[src/rtl/i2c_cmd_pkg.sv]
package i2c_cmd_pkg;
  typedef enum logic [1:0] {ENG_IDLE, ENG_START, ENG_XFER, ENG_STOP} eng_state_e;

  localparam logic [2:0] MODE_START = 3'd0;
  localparam logic [2:0] MODE_SEND  = 3'd1;
  localparam logic [2:0] MODE_RECV  = 3'd2;
  localparam logic [2:0] MODE_STOP  = 3'd3;

  localparam logic [2:0] CODE_START = 3'd0;
  localparam logic [2:0] CODE_RXEND = 3'd2;
  localparam logic [2:0] CODE_ACK   = 3'd5;
  localparam logic [2:0] CODE_NACK  = 3'd6;
  localparam logic [2:0] CODE_STOP  = 3'd7;

  localparam int unsigned BYTE_SLOTS = 9;  // 8 data + 1 acknowledge

  // completion code of a transmit, from the level seen in the ack slot
  function automatic logic [2:0] send_code(input logic ack_line);
    return ack_line ? CODE_NACK : CODE_ACK;
  endfunction

  // bit sent in slot idx (0 = first on the wire = MSB)
  function automatic logic bit_level(input logic [7:0] data, input logic [2:0] idx);
    return data[3'd7 - idx];
  endfunction
endpackage

[src/rtl/i2c_quarter_tick.sv]
module i2c_quarter_tick #(
  parameter int unsigned DIV = 8
) (
  input  logic clk,
  input  logic rst_n,
  input  logic run,
  output logic tick
);
  localparam int unsigned CW = (DIV > 1) ? $clog2(DIV) : 1;
  localparam logic [CW-1:0] LAST = CW'(DIV - 1);

  logic [CW-1:0] cnt;

  assign tick = run && (cnt == LAST);

  always_ff @(posedge clk or negedge rst_n) begin
    if (!rst_n)             cnt <= '0;
    else if (!run || tick)  cnt <= '0;
    else                    cnt <= cnt + 1'b1;
  end
endmodule

[src/rtl/i2c_cmd_engine.sv]
module i2c_cmd_engine
  import i2c_cmd_pkg::*;
(
  input  logic       clk,
  input  logic       rst_n,
  input  logic       tick,
  input  logic       cmd_go,
  input  logic [2:0] cmd_mode,
  input  logic [7:0] cmd_data,
  input  logic       ack_lvl,
  input  logic       sda_in,
  output eng_state_e state,
  output logic       held,
  output logic       scl_low,
  output logic       sda_low,
  output logic       done,
  output logic [2:0] done_code,
  output logic [7:0] rx_byte
);
  localparam logic [3:0] ACK_SLOT = 4'(BYTE_SLOTS - 1);

  logic [1:0] q;
  logic [3:0] bitn;
  logic [7:0] shreg;
  logic       is_rx;
  logic       ackv;
  logic       ack_seen;

  // last quarter of the final slot of any command
  assign done = tick && (q == 2'd3) && (state != ENG_IDLE) &&
                ((state != ENG_XFER) || (bitn == ACK_SLOT));

  always_comb begin
    unique case (state)
      ENG_START: done_code = CODE_START;
      ENG_STOP:  done_code = CODE_STOP;
      ENG_XFER:  done_code = is_rx ? CODE_RXEND : send_code(ack_seen);
      default:   done_code = CODE_START;
    endcase
  end

  // line drive decode, per command and quarter
  always_comb begin
    scl_low = held;
    sda_low = 1'b0;
    unique case (state)
      ENG_START: begin
        scl_low = (q == 2'd0) ? held : (q == 2'd3);
        sda_low = q[1];
      end
      ENG_STOP: begin
        scl_low = (q == 2'd0);
        sda_low = !q[1];
      end
      ENG_XFER: begin
        scl_low = (q == 2'd0) || (q == 2'd3);
        if (is_rx) sda_low = (bitn == ACK_SLOT) && !ackv;
        else       sda_low = (bitn != ACK_SLOT) && !bit_level(shreg, bitn[2:0]);
      end
      default: ;
    endcase
  end

  always_ff @(posedge clk or negedge rst_n) begin
    if (!rst_n) begin
      state    <= ENG_IDLE;
      held     <= 1'b0;
      q        <= '0;
      bitn     <= '0;
      shreg    <= '0;
      is_rx    <= 1'b0;
      ackv     <= 1'b1;
      ack_seen <= 1'b1;
      rx_byte  <= '0;
    end else if (state == ENG_IDLE) begin
      if (cmd_go) begin
        q     <= '0;
        bitn  <= '0;
        shreg <= cmd_data;
        is_rx <= (cmd_mode == MODE_RECV);
        ackv  <= ack_lvl;
        unique case (cmd_mode)
          MODE_START:           state <= ENG_START;
          MODE_SEND, MODE_RECV: state <= ENG_XFER;
          default:              state <= ENG_STOP;
        endcase
      end
    end else if (tick) begin
      q <= q + 2'd1;
      if (state == ENG_XFER && q == 2'd2) begin
        if (bitn == ACK_SLOT) ack_seen <= sda_in;
        else if (is_rx)       shreg    <= {shreg[6:0], sda_in};
      end
      if (q == 2'd3) begin
        if (state == ENG_XFER && bitn != ACK_SLOT) begin
          bitn <= bitn + 4'd1;
        end else begin
          held  <= (state != ENG_STOP);
          if (state == ENG_XFER && is_rx) rx_byte <= shreg;
          state <= ENG_IDLE;
        end
      end
    end
  end
endmodule

[src/rtl/i2c_cmd_status.sv]
module i2c_cmd_status (
  input  logic       clk,
  input  logic       rst_n,
  input  logic       done,
  input  logic [2:0] code,
  input  logic       clr,
  output logic       irq,
  output logic [2:0] status
);
  always_ff @(posedge clk or negedge rst_n) begin
    if (!rst_n) begin
      irq    <= 1'b0;
      status <= '0;
    end else if (done) begin
      irq    <= 1'b1;
      status <= code;
    end else if (clr) begin
      irq    <= 1'b0;
      status <= '0;
    end
  end
endmodule

[src/rtl/i2c_cmd_master.sv]
module i2c_cmd_master
  import i2c_cmd_pkg::*;
#(
  parameter int unsigned DIV = 8
) (
  input  logic       clk,
  input  logic       rst_n,
  input  logic [2:0] mode_i,
  input  logic       trig_i,
  input  logic [7:0] txd_i,
  input  logic       ack_lvl_i,
  input  logic       irq_clr_i,
  input  logic       sda_i,
  output logic       scl_oe_o,
  output logic       sda_oe_o,
  output logic       busy_o,
  output logic       irq_o,
  output logic [2:0] status_o,
  output logic [7:0] rxd_o,
  output logic       bus_held_o
);
  eng_state_e state;
  logic       held;
  logic       tick_w;
  logic       mode_ok_w;
  logic       accept_w;
  logic       done_w;
  logic [2:0] done_code_w;
  logic       xfer_w;
  logic       stop_done_w;

  assign busy_o      = (state != ENG_IDLE);
  assign bus_held_o  = held;
  assign xfer_w      = (state == ENG_XFER);
  assign stop_done_w = done_w && (state == ENG_STOP);
  assign mode_ok_w   = (mode_i == MODE_START) ||
                       (held && (mode_i == MODE_SEND || mode_i == MODE_RECV ||
                                 mode_i == MODE_STOP));
  assign accept_w    = trig_i && !busy_o && mode_ok_w;

  i2c_quarter_tick #(.DIV(DIV)) u_tick (
    .clk(clk), .rst_n(rst_n), .run(busy_o), .tick(tick_w)
  );

  i2c_cmd_engine u_eng (
    .clk(clk), .rst_n(rst_n), .tick(tick_w),
    .cmd_go(accept_w), .cmd_mode(mode_i), .cmd_data(txd_i), .ack_lvl(ack_lvl_i),
    .sda_in(sda_i), .state(state), .held(held),
    .scl_low(scl_oe_o), .sda_low(sda_oe_o),
    .done(done_w), .done_code(done_code_w), .rx_byte(rxd_o)
  );

  i2c_cmd_status u_stat (
    .clk(clk), .rst_n(rst_n), .done(done_w), .code(done_code_w),
    .clr(irq_clr_i), .irq(irq_o), .status(status_o)
  );
endmodule

[config.mk]
export PLATFORM = sky130hd
export DESIGN_NAME = i2c_cmd_master
export DESIGN_NICKNAME = d
export VERILOG_FILES = /design/src/rtl/i2c_cmd_pkg.sv /design/src/rtl/i2c_quarter_tick.sv /design/src/rtl/i2c_cmd_engine.sv /design/src/rtl/i2c_cmd_status.sv /design/src/rtl/i2c_cmd_master.sv
export SDC_FILE = /design/constraint.sdc
export NUM_CORES = 1
export LEC_CHECK = 0
export ABC_CLOCK_PERIOD_IN_PS = 2500
export CAP_MARGIN = 10
export CORE_UTILIZATION = 52
export CTS_BUF_LIST = sky130_fd_sc_hd__clkbuf_16
export DETAILED_ROUTE_END_ITERATION = 12
export GPL_TIMING_DRIVEN = 0
export PLACE_DENSITY_LB_ADDON = 0.2
export SLEW_MARGIN = 10
export SYNTH_ARGS = -nofsm -noshare
export SYNTH_HDL_FRONTEND = slang
export SYNTH_SLANG_ARGS = --single-unit
export TNS_END_PERCENT = 100
[constraint.sdc]
create_clock -name clk -period 2.5 [get_ports clk]
set_clock_uncertainty 0.15 [all_clocks]
set_input_delay 0.5 -clock clk [delete_from_list [all_inputs] [get_ports clk]]
set_output_delay 0.5 -clock clk [all_outputs]
set_load 0.02 [all_outputs]
Yosys cells after proc, flatten, opt, wreduce, memory -nomap -nowiden:

Index checks and enable logic that the tools add are counted.

* muxes and demuxes: 34
* bitwise gates (word level): 2
* equal/unequal tests: 16
* reductions and logical operators: 41
* add/subtract/negate cells: 4
* order comparisons: 1

Operators by type and width (number)
* 8-bit two-way mux: 6
* 4-bit two-way mux: 5
* 2-bit two-way mux: 9
* 4-bit AND reduction: 4
* 2-bit nonzero test: 7
* 1-bit logical AND: 12
* 3-bit two-way mux: 4
* 5-bit AND reduction: 2
* 2-bit == test (second input constant): 4
* 2-bit inequality test (second input constant): 4
* 3-bit by 2-bit == test with 1-bit output (second input constant): 2
* 1-bit logical OR: 6
* 1-bit case mux with 3 select lines: 2
* 3-bit case mux with 2 select lines: 1
* 1-bit two-way mux: 5
* 4-bit by 1-bit adder with 4-bit output (second input constant): 1
* 4-bit == test (second input constant): 1
* 1-bit logical NOT: 4
* 2-bit logical NOT: 2
* 3-bit by 4-bit less-than comparator with 1-bit output (second input constant): 1
* 4-bit inequality test (second input constant): 1
* 2-bit case mux with 2 select lines: 1
* 2-bit AND reduction: 2
* 3-bit by 1-bit adder with 3-bit output (second input constant): 1
* 10 further kinds: 11

* output and inout port bits: 16
* input bits: 17
* flip-flop bits (word level): 35

Logic depth before layout (Yosys ltp):

Gate-level depths: netlist of run 1.

* depth in word-level cells: 8
* gate-level depth with buffers: 8
* depth with buffers taken out: 6

Hierarchy:

From an unflattened synthesis of run 1, not the netlist that was laid out.

* cells, all modules: 169
* area, all modules: 1891.8 µm²

By module, submodules not included
* i2c_cmd_engine: instances 1, area an instance 1575.3 µm², cells each 147
* i2c_cmd_status: instances 1, area an instance 145.1 µm², cells each 10
* i2c_quarter_tick: instances 1, area an instance 137.6 µm², cells each 9
* i2c_cmd_master: instances 1, area an instance 33.8 µm², cells each 3

Worst setup path after synthesis of run 1:

No wires, ideal clock.

* path kind: reg-to-output
* start: register u_eng.bitn[0]
* end: output sda_oe_o
* data arrival time: 1.680 ns
* cell stages (with the launch flop): 5
* path buffers: 0
* setup slack: 0.170 ns
* cell sequence: dfrtp_1 mux4_2 and2_4 a2111oi_4 a221o_1

* word-level cells in the longest chain between the ends: 7

RTL lines
* start: declaration: RTL line i2c_cmd_engine.sv:23 `logic [3:0] bitn;`
* start signal: assignment: RTL line i2c_cmd_engine.sv:96 `bitn <= bitn + 4'd1;`
* 3-bit subtractor: RTL line i2c_cmd_pkg.sv:24 `return data[3'd7 - idx];`
* 1-bit binary-select mux with 3-bit select: RTL line i2c_cmd_pkg.sv:24
* 1-bit two-way mux (implied by the code): RTL line i2c_cmd_pkg.sv:24
* 1-bit logical NOT: RTL line i2c_cmd_engine.sv:58 `else sda_low = (bitn != ACK_SLOT) && !bit_level(shreg, bitn[2:0]);`
* 1-bit logical AND: RTL line i2c_cmd_engine.sv:58
* 1-bit two-way mux *: RTL line i2c_cmd_engine.sv:57 `if (is_rx) sda_low = (bitn == ACK_SLOT) && !ackv;`
* 1-bit case mux with 3 select lines *: RTL line i2c_cmd_engine.sv:46 `unique case (state)`
* end: declaration: RTL line i2c_cmd_master.sv:15 `output logic sda_oe_o,`

Mark *: on every way between the ends. The rest lies on a longest branch, timed or not. The select of a mux whose other input is x is not followed.

Worst setup path after layout of run 1:

Ends and elaborated chain as after synthesis.

==> results of run 1 <==
==> timing repair <==
item | 4_1_cts | 5_1_grt
setup endpoints to repair | 3 | 9
resized for setup | 19 | 7
buffers inserted | 2 | 2
pin swaps | 1 | 1
==> worst max-delay path: cells and delay by family, from the launching register on <==
family / cells / cell delay, ps
compound gates: 2 / 270
simple gates: 2 / 600
buf+inv: 2 / 190
flops: 1 / 460
fa+ha+maj: 1 / 170
==> metrics by stage <==
step	instance area (sq um)	setup TNS [ps]	setup WS [ps]
3_3_place_gp	2190	-607	-412
2_1_floorplan	1810	0	170
3_5_place_dp	2180	-694	-429
6_report	2380	-98.9	-98.9
4_1_cts	2350	-76.8	-76.8
5_1_grt	2380	-185	-185
==> final timing paths <==
| path | slack, ps | endpoint | cells past startpoint | from |
|---|---|---|---|---|
| max | -100 | sda_oe_o | 7 | u_eng.bitn[0] |
| min | 150 | u_eng.rx_byte[6] | 1 | rst_n |
| max reg2reg | 190 | u_eng.rx_byte[0] | 7 | u_tick.cnt[0] |
| min reg2reg | 300 | u_tick.cnt[0] | 1 | u_tick.cnt[0] |
| max in group asynchronous | 1510 | u_eng.bitn[0] | 1 | rst_n |
| min in group clk | 300 | u_tick.cnt[0] | 1 | u_tick.cnt[0] |
==> routing by layer <==
| metal | global-route usage | vias to the layer above |
|---|---|---|
| li1 | - | 671 |
| met1 | 0.319 | 714 |
| met2 | 0.378 | 35 |
| met3 | 0.0640 | 9 |
| met4 | 0.120 | 0 |
| met5 | 0 | - |
==> synth_stat cells, types with 2 or more instances <==
master | n | area [sq um]
sky130_fd_sc_hd__a21oi_1 | 2 | 10.0
sky130_fd_sc_hd__buf_2 | 4 | 20.0
sky130_fd_sc_hd__nand3b_1 | 4 | 30.0
sky130_fd_sc_hd__mux4_2 | 2 | 45.0
sky130_fd_sc_hd__o21ai_0 | 19 | 95.1
sky130_fd_sc_hd__a32oi_1 | 2 | 17.5
sky130_fd_sc_hd__nor2_1 | 6 | 22.5
sky130_fd_sc_hd__nor3b_1 | 2 | 15.0
sky130_fd_sc_hd__nor3_1 | 3 | 15.0
sky130_fd_sc_hd__dfstp_2 | 2 | 52.6
sky130_fd_sc_hd__clkbuf_1 | 2 | 7.51
sky130_fd_sc_hd__mux2i_1 | 9 | 90.1
sky130_fd_sc_hd__nand2_1 | 13 | 48.8
sky130_fd_sc_hd__dfrtp_1 | 33 | 826
sky130_fd_sc_hd__nand3_1 | 3 | 15.0
sky130_fd_sc_hd__and3_1 | 3 | 18.8
sky130_fd_sc_hd__nor2b_1 | 3 | 18.8
sky130_fd_sc_hd__nand2b_1 | 2 | 12.5
sky130_fd_sc_hd__ha_1 | 7 | 87.6
sky130_fd_sc_hd__inv_1 | 11 | 41.3
sky130_fd_sc_hd__mux2_2 | 10 | 113
==> layout make-up <==
class | count | area (sq um)
Fill cell | 253 | 957
Multi-Input combinational cell | 111 | 883
Sequential cell | 35 | 880
Timing Repair Buffer | 36 | 344
Clock buffer | 5 | 125
Tap cell | 46 | 57.6
Inverter | 11 | 41.3
Buffer | 6 | 37.5
Clock inverter | 3 | 11.3
==> cell families after synthesis <==
group	Yosys count	synth area share
AOI/OAI and AO/OA	35	0.132
xor gates and xnor gates	1	0.00484
adders and majority gates	7	0.0484
buffers and inverters	17	0.0380
DFF	35	0.485
muxes	22	0.145
and+or+nand+nor	46	0.147
==> power by group <==
group	leakage [nW]	switching [mW]	internal, mW
Combinational	0.503	0.409	0.379
Sequential	0.451	0.172	0.721
Clock	0.0701	0.210	0.358
==> flip-flops by register name, indices dropped and copies added (netlist names) <==
signal,cells
u_eng.q,2
u_eng.ack_seen,1
u_eng.bitn,4
u_eng.ackv,1
u_stat.irq,1
u_eng.rx_byte,8
u_eng.state,2
u_eng.held,1
u_stat.status,3
u_eng.is_rx,1
u_eng.shreg,8
u_tick.cnt,3
==> flow_summary_export.csv, run 1 <==
group,metric,value,unit
timing,setup_viol_count_final,1,
die,die_area,3720,sq um
setup_path,critPathLaunchType,"flop",
setup_path,endpoint_kind,"output port",
grt,global_route.usage.total,0.244,
synth,most_common_flop_cell_mapped_by_yosys,"sky130_fd_sc_hd__dfrtp_1",
synth,synth-seq-area-share,0.485,
clock_network,h-tree-depth,2,
timing,finalHoldViolations,0,
placed_design,io_buffer_count,32,
finish,layoutNonFillerInstCount,253,
drt,maxUsedRoutingLayer,"met4",
synth,postSynthCellCount,163,
die,boundaryPins,33,
clock_network,max-clock-path-buffers,2,
drt,drcViolationCount,0,
drt,dr.pass1.iters,6,
placed_design,place_congestion,0.827,
clock_network,ctsRootBufferMaster,"sky130_fd_sc_hd__clkbuf_16",
grt,grt_max_degree,36,
setup_path,crit_chain,"inv_2 > ha_2 > nand3b_1 > or4_1 > o21ai_1 > a221o_1 > buf_6",
placed_design,place_hpwl,2650,microns
die,initial_core_util,0.543,
finish,utilization,0.713,
timing,layout_worst_path_cycle_share,1.04,
timing,tightest_slew,770,ps
synth,postSynthAreaPerCell,11.1,sq um
grt,grt_pass1_vias,1378,
power,report.power.total,2.25,mW
synth,synth_enable_flop_cells,0,
drt,initialDrtViolationCount,101,
timing,setup_slack,-98.9,ps
setup_path,path_class,"reg -> out",
finish,num-nets-final,230,
setup_path,critPathArrivalTime,1950,ps
clock_network,clock_transition_time_at_the_flip_flop_clock_pins_of_the_worst_setup_and_hold_paths,50,ps
setup_path,delay_of_the_slowest_cell_on_the_worst_path,460,ps
drt,average_vias_per_placed_instance,5.65,
clock_network,tritoncts.num_buffers,5,
synth,post_synth_instance_area,1810,sq um
clock_network,clock_sinks,35,
setup_path,slowest_stage_cell_on_the_critical_path,"sky130_fd_sc_hd__dfrtp_2",
timing,grt_setup_unrepaired,"true",
timing,post-route-min-period,2600,ps
clock_network,tritoncts_clock_tree,"built",
timing,highest_clock_frequency_the_design_can_meet,385,MHz
run,maxCapViolCount,0,
grt,grt_pass1_wl,6370,microns
synth,synthesis.nets,187,
setup_path,critical_path.max_fanout,6,
status,status,"finished with violations",
drt,wire_per_inst,15.3,microns
synth,synth.yosys.warnings,0,
finish,drive_above_1_share,0.213,
power,power-per-cell-area,945,nW/um^2
clock_network,cts.hold.buffers_added,0,
die,row_count,21,
drt,wl_met1,1740,microns
finish,syn_to_final_growth,31.4,%
finish,mostFrequentLayoutCell,"sky130_fd_sc_hd__dfrtp_1",
timing,fin_hold_ws,147,ps
timing,finalMaxSlewViolations,0,
synth,synth_cell_type_count,42,
finish,layout_common_cells,"sky130_fd_sc_hd__dfrtp_1 (32), sky130_fd_sc_hd__clkdlybuf4s50_1 (28), sky130_fd_sc_hd__o21ai_0 (18)",
finish,diodes,0,
drt,ant_nets,0,
setup_path,required,1850,ps
synth,yosys_register_bits,35,
grt,grt_overflow_total,0,
worst_hold_path,hold_class,"in -> async",
die,core-area,3340,sq um
timing,slew_headroom,0.486,
clock_network,clock_insertion_delay_worst_skew,270,ps
die,die-height,61.0,microns
drt,via_count,1429,
status,failed_checks,"negative setup slack",
power,p_leak,1.02,nW
die,die_w,61.0,microns
drt,met3_wirelength,159,microns
power,irDropWorstVdd,0.495,mV
placed_design,place_inst,241,
drt,met2_wirelength,1890,microns
grt,number_of_antenna_violations_at_the_first_check_in_global_routing,0,
drt,route.final.wire_length,3870,microns
synth,ys_async_sr_fraction,1.00,
Note: power is estimated with default switching activity, not from simulation.
==> inputs of run 2 (changes only) <==
Settings changed: CORE_MARGIN from default to 1.5, PLACE_DENSITY from default to 0.75, PLACE_DENSITY_LB_ADDON 0.2 to default, RECOVER_POWER from default to 100.
==> flow_summary_export.csv, run 2 (same netlist as run 1, synthesis figures left out) <==
group,metric,value,unit
die,row_count,21,
clock_network,h-tree-depth,2,
timing,post-route-min-period,2560,ps
placed_design,place_worst_setup_slack,-456,ps
finish,drive_above_1_share,0.204,
setup_path,critical_path.max_fanout,4,
timing,setup_slack,-59.7,ps
placed_design,io_buffer_count,32,
clock_network,clock_sinks,35,
die,initial_core_util,0.543,
setup_path,path_class,"reg -> out",
timing,setup_viol_count_final,1,
power,p_leak,1.06,nW
drt,initialDrtViolationCount,62,
placed_design,place_hpwl,2750,microns
grt,grt_pass1_vias,1385,
timing,tightest_slew,1820,ps
die,die_w,62.0,microns
placed_design,dpl-instance-area,2180,sq um
timing,slew_headroom,-0.216,
timing,grt_setup_unrepaired,"true",
timing,finalMaxSlewViolations,36,
finish,biggestRegsByFlops,"u_eng.rx_byte x8, u_eng.shreg x8, u_eng.bitn x4",
clock_network,clock_transition_time_at_the_flip_flop_clock_pins_of_the_worst_setup_and_hold_paths,50,ps
setup_path,critPathLaunchType,"flop",
die,die-height,62.0,microns
clock_network,ctsRootBufferMaster,"sky130_fd_sc_hd__clkbuf_16",
placed_design,place_congestion,0.830,
drt,dr.pass1.iters,4,
grt,grt_max_degree,36,
drt,average_vias_per_placed_instance,5.66,
power,report.power.total,2.24,mW
clock_network,clock_insertion_delay_worst_skew,270,ps
status,status,"finished with violations",
die,boundaryPins,33,
timing,fin_hold_ws,304,ps
power,power-per-cell-area,948,nW/um^2
grt,global_route.usage.total,0.226,
drt,ant_nets,0,
finish,syn_to_final_growth,30.4,%
timing,layout_worst_path_cycle_share,1.02,
drt,route.final.wire_length,3820,microns
die,die_area,3840,sq um
run,maxCapViolCount,1,
setup_path,critPathArrivalTime,1910,ps
clock_network,cts.hold.buffers_added,0,
timing,finalHoldViolations,0,
setup_path,endpoint_kind,"output port",
clock_network,tritoncts_clock_tree,"built",
drt,via_count,1426,
drt,drcViolationCount,0,
finish,post-route-cell-area,2360,sq um
clock_network,max-clock-path-buffers,2,
finish,diodes,0,
finish,num-nets-final,229,
drt,wire_per_inst,15.2,microns
setup_path,required,1850,ps
clock_network,tritoncts.num_buffers,5,
timing,highest_clock_frequency_the_design_can_meet,391,MHz
grt,grt_pass1_wl,6280,microns
grt,grt_overflow_total,0,
die,core-area,3340,sq um
status,failed_checks,"max-capacitance violations, max-slew violations, negative setup slack",
worst_hold_path,hold_class,"reg -> reg",
grt,number_of_antenna_violations_at_the_first_check_in_global_routing,0,
finish,layout_common_cells,"sky130_fd_sc_hd__dfrtp_1 (31), sky130_fd_sc_hd__o21ai_0 (19), sky130_fd_sc_hd__clkdlybuf4s50_1 (14), sky130_fd_sc_hd__dlygate4sd3_1 (14), sky130_fd_sc_hd__nand2_1 (13)",
finish,mostFrequentLayoutCell,"sky130_fd_sc_hd__dfrtp_1",
power,irDropWorstVdd,0.923,mV
==> run 2: critical path, stage by stage, from the launching register on <==
cell                        delay, ps
sky130_fd_sc_hd__dfrtp_2          410
sky130_fd_sc_hd__mux4_2           520
sky130_fd_sc_hd__and2_4           160
sky130_fd_sc_hd__a2111oi_4        230
sky130_fd_sc_hd__a221o_1          190
sky130_fd_sc_hd__buf_6            120
==> run 2: cell type report <==
class,count,area (sq um)
Sequential cell,35,881
Timing Repair Buffer,35,332
Clock buffer,5,125
Inverter,11,41.3
Buffer,6,33.8
Clock inverter,3,12.5
Tap cell,46,57.6
Fill cell,264,976
Multi-Input combinational cell,111,878
==> run 2: path summary, 6_finish.rpt <==
check / cells after the start / end / slack (ps) / from
hold / removal: 1 / u_tick.cnt[0] / 300 / u_tick.cnt[0]
setup / recovery: 5 / sda_oe_o / -60 / u_eng.bitn[0]
setup reg to reg: 8 / u_eng.shreg[1] / 150 / u_tick.cnt[0]
hold reg to reg: 1 / u_tick.cnt[0] / 300 / u_tick.cnt[0]
max in group asynchronous: 1 / u_eng.bitn[0] / 450 / rst_n
min in group asynchronous: 1 / u_eng.rx_byte[3] / 570 / rst_n
==> run 2: stage by stage <==
stage	instances	utilization	TNS, ps
final	252	0.708	-59.7
after global routing	252	0.708	-187
after CTS	252	0.708	-87.8
after detailed placement	241	0.654	-738
after global placement	241	0.656	-647
after floorplan	163	-	0
==> run 2: power by group <==
| group | total, mW | internal [mW] | switching (mW) | leakage (nW) |
|---|---|---|---|---|
| logic | 0.775 | 0.368 | 0.407 | 0.531 |
| clock network | 0.569 | 0.359 | 0.210 | 0.0762 |
| registers | 0.894 | 0.722 | 0.172 | 0.451 |
==> run 2: layer usage <==
layer  up-vias  routed length, microns  global-route usage
li1        672                       -                   -
met3         7                     162              0.0663
met2        34                    1900               0.376
met5         -                       0                   0
met1       713                    1700               0.287
met4         0                      59              0.0638
==> run 2: timing repair <==
action	4_1_cts	5_1_grt
setup buffers	3	0
gates resized for setup	20	6
endpoints found under the setup margin	3	2
pin swaps	1	3
